==> config.mk <==
export PLATFORM = sky130hd
export DESIGN_NAME = simd_rotl_unit
export DESIGN_NICKNAME = d
export VERILOG_FILES = /design/src/rtl/rotl_pkg.sv /design/src/rtl/rotl_lane.sv /design/src/rtl/rotl_width_slice.sv /design/src/rtl/rotl_wmask.sv /design/src/rtl/simd_rotl_unit.sv
export SDC_FILE = /design/constraint.sdc
export NUM_CORES = 1
export LEC_CHECK = 0
export CORE_MARGIN = 4
export CORE_UTILIZATION = 45
export CTS_BUF_LIST = sky130_fd_sc_hd__clkbuf_8 sky130_fd_sc_hd__clkbuf_16
export DETAILED_ROUTE_END_ITERATION = 16
export PLACE_DENSITY = 0.66
export SYNTH_ARGS = -nofsm -noshare
export SYNTH_HDL_FRONTEND = slang
export SYNTH_HIERARCHICAL = 1
export SYNTH_SLANG_ARGS = --single-unit
==> constraint.sdc <==
create_clock -name clk -period 0.98 [get_ports clk]
set_input_delay 0.196 -clock clk [delete_from_list [all_inputs] [get_ports clk]]
set_output_delay 0.196 -clock clk [all_outputs]
set_load 0.02 [all_outputs]
==> src/rtl/rotl_pkg.sv <==
package rotl_pkg;
  localparam int DATA_W   = 64;
  localparam int BYTE_W   = 8;
  localparam int NBYTES   = DATA_W / BYTE_W;
  localparam int NSIZES   = 4;

  typedef enum logic [1:0] {
    SZ_8  = 2'b00,
    SZ_16 = 2'b01,
    SZ_32 = 2'b10,
    SZ_64 = 2'b11
  } size_e;

  // width in bits for a given size class index
  function automatic int width_of(input int k);
    return BYTE_W << k;
  endfunction
endpackage

==> src/rtl/rotl_lane.sv <==
module rotl_lane #(
  parameter int W  = 8,
  localparam int CW = $clog2(W)
) (
  input  logic [W-1:0]  din,
  input  logic [CW-1:0] amt,
  output logic [W-1:0]  dout
);
  // log2 stage barrel rotator
  logic [W-1:0] stage [CW+1];

  assign stage[0] = din;

  for (genvar s = 0; s < CW; s++) begin : g_stage
    localparam int SH = 1 << s;
    always_comb begin
      if (amt[s]) stage[s+1] = {stage[s][W-SH-1:0], stage[s][W-1:W-SH]};
      else        stage[s+1] = stage[s];
    end
  end

  assign dout = stage[CW];
endmodule

==> src/rtl/rotl_width_slice.sv <==
module rotl_width_slice #(
  parameter int DATA_W = 64,
  parameter int LANE_W = 8,
  localparam int CW    = $clog2(LANE_W),
  localparam int NL    = DATA_W / LANE_W
) (
  input  logic [DATA_W-1:0] src_data,
  input  logic [DATA_W-1:0] src_cnt,
  input  logic [7:0]        imm_cnt,
  input  logic              use_imm,
  output logic [DATA_W-1:0] rot
);
  for (genvar l = 0; l < NL; l++) begin : g_lane
    logic [CW-1:0] amt;

    always_comb begin
      if (use_imm) amt = imm_cnt[CW-1:0];
      else         amt = src_cnt[l*LANE_W +: CW];
    end

    rotl_lane #(.W(LANE_W)) u_lane (
      .din  (src_data[l*LANE_W +: LANE_W]),
      .amt  (amt),
      .dout (rot[l*LANE_W +: LANE_W])
    );
  end
endmodule

==> src/rtl/rotl_wmask.sv <==
module rotl_wmask #(
  parameter int DATA_W  = 64,
  localparam int NBYTES = DATA_W / 8
) (
  input  logic              simd_en,
  input  logic [1:0]        size_code,
  output logic [NBYTES-1:0] byte_we,
  output logic [DATA_W-1:0] bit_mask
);
  logic [4:0] nbytes_on;

  always_comb begin
    nbytes_on = 5'd1 << size_code;
    for (int b = 0; b < NBYTES; b++) begin
      byte_we[b] = simd_en || (b < int'(nbytes_on));
      bit_mask[b*8 +: 8] = {8{byte_we[b]}};
    end
  end
endmodule

==> src/rtl/simd_rotl_unit.sv <==
module simd_rotl_unit
  import rotl_pkg::*;
(
  input  logic              clk,
  input  logic              rst_n,
  input  logic              in_valid,
  input  logic [63:0]       src_data,
  input  logic [63:0]       src_cnt,
  input  logic [7:0]        imm_cnt,
  input  logic              use_imm,
  input  logic              simd_en,
  input  logic [1:0]        size_code,
  output logic              out_valid,
  output logic [63:0]       result,
  output logic [7:0]        byte_we
);
  logic [DATA_W-1:0] rot_all [NSIZES];
  logic [DATA_W-1:0] rot_sel;
  logic [DATA_W-1:0] bit_mask;
  logic [NBYTES-1:0] we_new;

  logic              valid_d, valid_q;
  logic [DATA_W-1:0] result_d, result_q;
  logic [NBYTES-1:0] we_d, we_q;

  // one rotator slice per width class
  for (genvar k = 0; k < NSIZES; k++) begin : g_width
    rotl_width_slice #(
      .DATA_W (DATA_W),
      .LANE_W (width_of(k))
    ) u_slice (
      .src_data (src_data),
      .src_cnt  (src_cnt),
      .imm_cnt  (imm_cnt),
      .use_imm  (use_imm),
      .rot      (rot_all[k])
    );
  end

  assign rot_sel = rot_all[size_code];

  rotl_wmask #(.DATA_W(DATA_W)) u_wmask (
    .simd_en   (simd_en),
    .size_code (size_code),
    .byte_we   (we_new),
    .bit_mask  (bit_mask)
  );

  // next state
  always_comb begin
    valid_d  = in_valid;
    result_d = result_q;
    we_d     = we_q;
    if (in_valid) begin
      result_d = rot_sel & bit_mask;
      we_d     = we_new;
    end
  end

  // registers
  always_ff @(posedge clk or negedge rst_n) begin
    if (!rst_n) begin
      valid_q  <= 1'b0;
      result_q <= '0;
      we_q     <= '0;
    end else begin
      valid_q  <= valid_d;
      result_q <= result_d;
      we_q     <= we_d;
    end
  end

  assign out_valid = valid_q;
  assign result    = result_q;
  assign byte_we   = we_q;


  valid_lat_chk: assert property (@(posedge clk) disable iff (!rst_n)
    in_valid |=> out_valid);

  idle_lat_chk: assert property (@(posedge clk) disable iff (!rst_n)
    !in_valid |=> !out_valid);

  simd_we_chk: assert property (@(posedge clk) disable iff (!rst_n)
    (in_valid && simd_en) |=> (byte_we == 8'hFF));

  we_contig_chk: assert property (@(posedge clk) disable iff (!rst_n)
    out_valid |-> (((byte_we + 8'd1) & byte_we) == 8'd0 && byte_we[0]));

  scalar_upper_chk: assert property (@(posedge clk) disable iff (!rst_n)
    (in_valid && !simd_en && size_code == 2'b00) |=> (result[63:8] == '0));

  hold_chk: assert property (@(posedge clk) disable iff (!rst_n)
    !in_valid |=> ($stable(result) && $stable(byte_we)));
endmodule

* Yosys cells after proc, flatten, opt, wreduce, memory -nomap -nowiden
Cells that the tools add are included.
** Word-level totals
- Register bits :: 73
- Input bits :: 143
- Output and inout port bits :: 73
- Logic and storage cells :: 97
** Cells by class
- $lt $le $gt $ge :: 9
- Shift operators :: 1
- Mux-type cells :: 74
- Bitwise operators :: 2
- Reductions and logical operators :: 8
** Operators with widths (count)
- $mux W64 :: 8
- $mux W32 :: 10
- $mux W16 :: 16
- $mux W8 :: 24
- $bmux W64 S2 :: 1
- $and A64 B64 Y64 :: 1
- $mux W3 :: 8
- $lt A3 B5 Y1 const A :: 4
- $mux W4 :: 4
- $lt A1 B5 Y1 const A :: 2
- $lt A2 B5 Y1 const A :: 2
- $mux W5 :: 2
- $logic_or A1 B1 Y1 :: 8
- $mux W6 :: 1
- $shl A1 B2 Y5 const A :: 1
- $ge A3 B3 Y1 const B :: 1
- $not A2 Y3 :: 1

* Logic depth before layout (Yosys ltp)
- Depth in word-level cells :: 11
- Mapped depth :: 10

* Cells and area by module
Netlist, hierarchy kept.
** By module, submodules not included
- rotl_lane at g_width[3].u_slice.g_lane[0].u_lane :: instances 1, cells each 234, area an instance 4609.4 µm², sequential area each 0.0 µm²
- simd_rotl_unit :: instances 1, cells each 302, area an instance 4556.9 µm², sequential area each 1826.8 µm²
- rotl_lane at g_width[2].u_slice.g_lane[0].u_lane ... :: instances 2, cells each 116, area an instance 1948.1 µm², sequential area each 0.0 µm²
- rotl_lane at g_width[1].u_slice.g_lane[0].u_lane ... :: instances 4, cells each 40, area an instance 830.8 µm², sequential area each 0.0 µm²
- rotl_lane at g_width[0].u_slice.g_lane[0].u_lane ... :: instances 8, cells each 19, area an instance 326.6 µm², sequential area each 0.0 µm²
- rotl_wmask :: instances 1, cells each 73, area an instance 541.8 µm², sequential area each 0.0 µm²
- rotl_width_slice at g_width[0].u_slice :: instances 1, cells each 27, area an instance 396.6 µm², sequential area each 0.0 µm²
- rotl_width_slice at g_width[1].u_slice :: instances 1, cells each 18, area an instance 249.0 µm², sequential area each 0.0 µm²
- rotl_width_slice at g_width[2].u_slice :: instances 1, cells each 11, area an instance 161.4 µm², sequential area each 0.0 µm²
- rotl_width_slice at g_width[3].u_slice :: instances 1, cells each 7, area an instance 101.3 µm², sequential area each 0.0 µm²

* Worst setup path after synthesis
OpenSTA, ideal clock, no wires.
- Path type :: input-to-reg
- Start point :: in use_imm
- End point :: reg result_q[60] (netlist: result[60])
- Arrival time :: 3.091 ns
- Data required time :: 0.860 ns
- Slack :: -2.231 ns
- Stages :: 10
- Path through :: buf_6 > mux2_4 > buf_4 > buf_4 > buf_4 > mux4_2 > mux4_2 > mux4_2 > mux4_1 > a31o_2
** RTL lines
- start, declared :: RTL line simd_rotl_unit.sv:10 : input logic use_imm,
- end signal, assigned :: RTL line simd_rotl_unit.sv:68 : result_q <= result_d;
- end, declared :: RTL line simd_rotl_unit.sv:23 : logic [DATA_W-1:0] result_d, result_q;

==> run_results.csv <==
group,metric,value,unit
place,dp_hpwl,63500,um
floorplanning,die_h,221.2,um
logic_synthesis,synth_top_area_cell,"mux4_2",
logic_synthesis,synth-main-ff-cell,"dfrtp_1",
route,first_iter_violations,2378,
route,detail-route-antenna-nets,0,
floorplanning,num_io_pins,216,
logic_synthesis,synth_top_family_by_area,"multiplexers",
global_routing,grt_remaining_overflow,0,
worst_setup_path,critPathLaunchType,"input pin",
logic_synthesis,ys.warnings.count,6,
flow_run,cap_viol_max_count,0,
clock_tree,h-tree-depth,3,
logic_synthesis,synth-xor-area-share,0,%
logic_synthesis,synth-compound-area-share,2.784,%
logic_synthesis,yosysUniqueCellTypes,18,
timing,post-route-period-util,318.6,%
cells_and_area,nFillCells,3507,
worst_setup_path,critPathRequiredTime,1.23,ns
timing,setup-violations-final,140,
clock_tree,cts_root_buf,"clkbuf_16",
worst_setup_path,r2r_cells,3,
floorplanning,core_area,44610,um2
timing,min_period,3.122,ns
place,pre_cts_ws,-2.851,ns
worst_setup_path,rr_startpoint,"byte_we[3]",
floorplanning,start_util,45.84,%
route,vias,16541,
logic_synthesis,synth_adder_area_share,0,%
timing,hold_viol_final,0,
logic_synthesis,syn-cell-area,20450,um2
floorplanning,fp-row-count,77,
logic_synthesis,yosysMostFrequentCell,"mux4_2",
run_status,status,"complete, but fails checks",
global_routing,grt_start_max_net_pins,46,
logic_synthesis,synth_common_cells,"mux4_2, mux2_2, mux4_1, dfrtp_1, buf_4",
place,place_congestion,1.032,
logic_synthesis,synth.area.mux_share,77.30,%
clock_tree,clock-sinks,73,
logic_synthesis,synth_area_leaders,"mux4_2, mux4_1, dfrtp_1, mux2_2, mux2_4",
min_path,worstHoldPathType,"input pin to flip-flop",
timing,rsz0062_at_grt,"true",
logic_synthesis,synth-seq-area-share,8.933,%
clock_tree,cts_tree,"done",
worst_setup_path,worstSetupPathType,"input pin to flip-flop",
timing,fmax,320.3,MHz
worst_setup_path,reg2reg_to,"byte_we[3]",
min_path,min_from,"in_valid",
logic_synthesis,synth-simple-area-share,2.050,%
place,port-buffer-count,180,
cells_and_area,fin_nets,1623,
logic_synthesis,syn_avg_cell_area,16.82,um2
min_path,worstHoldPathCells,2,
route,first_pass_iters,5,
route,drc,0,
clock_tree,cts_buffer_depth,2,
worst_setup_path,r2r_setup_slack,-0.04,ns
logic_synthesis,yosysTopAreaCellShare,48.79,%
global_routing,antenna_found_initial,2,
pwr,powerDensity,1170,nW/um2
cells_and_area,final_util,55.24,%
timing,slew_viol_final,0,
route,routedWlPerCell,38.51,um
route,routed_wl,79980,um
cells_and_area,final_cell_area,24640,um2
run_status,violations,"negative setup slack",
cells_and_area,synthToLayoutAreaGrowth,20.50,%
timing,fin_skew,0,ns
cells_and_area,multiInputGateArea,16880,um2
clock_tree,numCtsBuffers,9,
worst_setup_path,crit_arrival,3.37,ns
logic_synthesis,ys_async_sr_fraction,100.0,%
min_path,hold_path_end,"out_valid",
worst_setup_path,end_kind,"flip-flop",
logic_synthesis,synth_edf_count,0,
route,viasPerCell,7.964,
floorplanning,die_area,48920,um2
global_routing,grt_use_total,31.88,%
pwr,max-vdd-ir-drop,728.2,uV
clock_tree,clk_pin_slew,0.07,ns
global_routing,grt_pass1_vias,15805,
cells_and_area,antennaDiodeCount,0,
logic_synthesis,synth-seq-cells,73,
timing,timing.hold.ws,0.2154,ns
timing,timing.final.ws_setup,-2.142,ns
clock_tree,clk_latency,0.35,ns
pwr,p_total,0.02882,W
place,placed_area,23830,um2
floorplanning,die_w,221.2,um
logic_synthesis,netlist_instances,1216,
worst_setup_path,critPathMaxFanout,7,
pwr,leakagePower,9.186,nW
cells_and_area,drive_gt1_share,71.31,%
cells_and_area,ff_latch_area,1834,um2
global_routing,grt_pass1_wl,115800,um
-- state kept, by name, summed over array words and instances, names as in the netlist --
signal and cells:
byte_we 8, out_valid 1, result 64
-- cell usage in the layout, fill, tap and decap left out, types with 2 or more instances in the layout --
master and n:
buf_16 3, buf_8 2, mux4_1 126, mux4_2 450
clkdlybuf4s50_1 96, or2_4 2, dfrtp_2 6, buf_4 243
mux2_4 51, inv_6 2, buf_6 80, a31o_2 4
conb_1 9, clkbuf_16 9, buf_2 4, buf_12 49
clkinv_4 2, nor2b_1 64, clkdlybuf4s15_1 2, a21o_2 3
dfrtp_1 67, mux2_2 142, a31o_1 60
-- cell type report --
class | instances | share of cell area [%]
clock inverter | 6 | 0.2945
clock buffer | 10 | 0.9699
sequential | 73 | 7.444
timing repair buffer | 482 | 19.77
tap | 592 | 3.006
multi-input combinational | 914 | 68.52
-- how the worst max path moves through the flow --
stage | start | end | slack [ns] | cells past startpoint
global route | use_imm | result[61] | -2.14 | 9
detailed placement | src_cnt[1] | result[3] | -2.85 | 8
global placement | src_cnt[1] | result[3] | -2.79 | 8
finish | use_imm | result[61] | -2.14 | 9
CTS | use_imm | result[0] | -2.11 | 10
floorplan | use_imm | result[32] | -2.12 | 9
-- worst max-delay path: stages --
cell    delay, ns
buf_12       0.10
mux2_4       0.37
buf_6        0.17
buf_12       0.14
mux4_2       0.49
mux4_2       0.60
mux4_2       0.52
mux4_2       0.53
a31o_2       0.25
-- what timing repair did --
item	in CTS	in global routing
cloned	10	0
setup endpoints to repair	144	138
endpoints found under the hold margin	73	0
pin swaps	5	5
resized for setup	480	6
hold buffers	1	0
buffers inserted	16	6
-- report_power, final --
part | switching (W) | internal (W)
Clock | 0.00147 | 0.00207
Combinational | 0.00987 | 0.0113
Sequential | 0.000537 | 0.00359
Total | 0.0119 | 0.0169
-- metal layers --
layer  up-vias  GRT usage, %  share of wire [%]
li1       6156             -                  -
met1      8667         45.88                 38
met2      1496         46.82                 44
met3       220         8.402                 13
met4         2         12.50                5.5
met5         -             0              0.018
-- metrics by stage --
step / TNS (ns) / std cells
after floorplan: -133.92 / 1224
after global placement: -190.70 / 2031
after detailed placement: -192.94 / 2031
after CTS: -139.30 / 2072
after global routing: -143.21 / 2077
final: -140.41 / 2077
-- cell families after synthesis --
logic type,Yosys count
other cells,1
simple gates,67
flops,73
compound gates,65
buf+inv,242
mux,768
(Power assumes the default switching activity.)
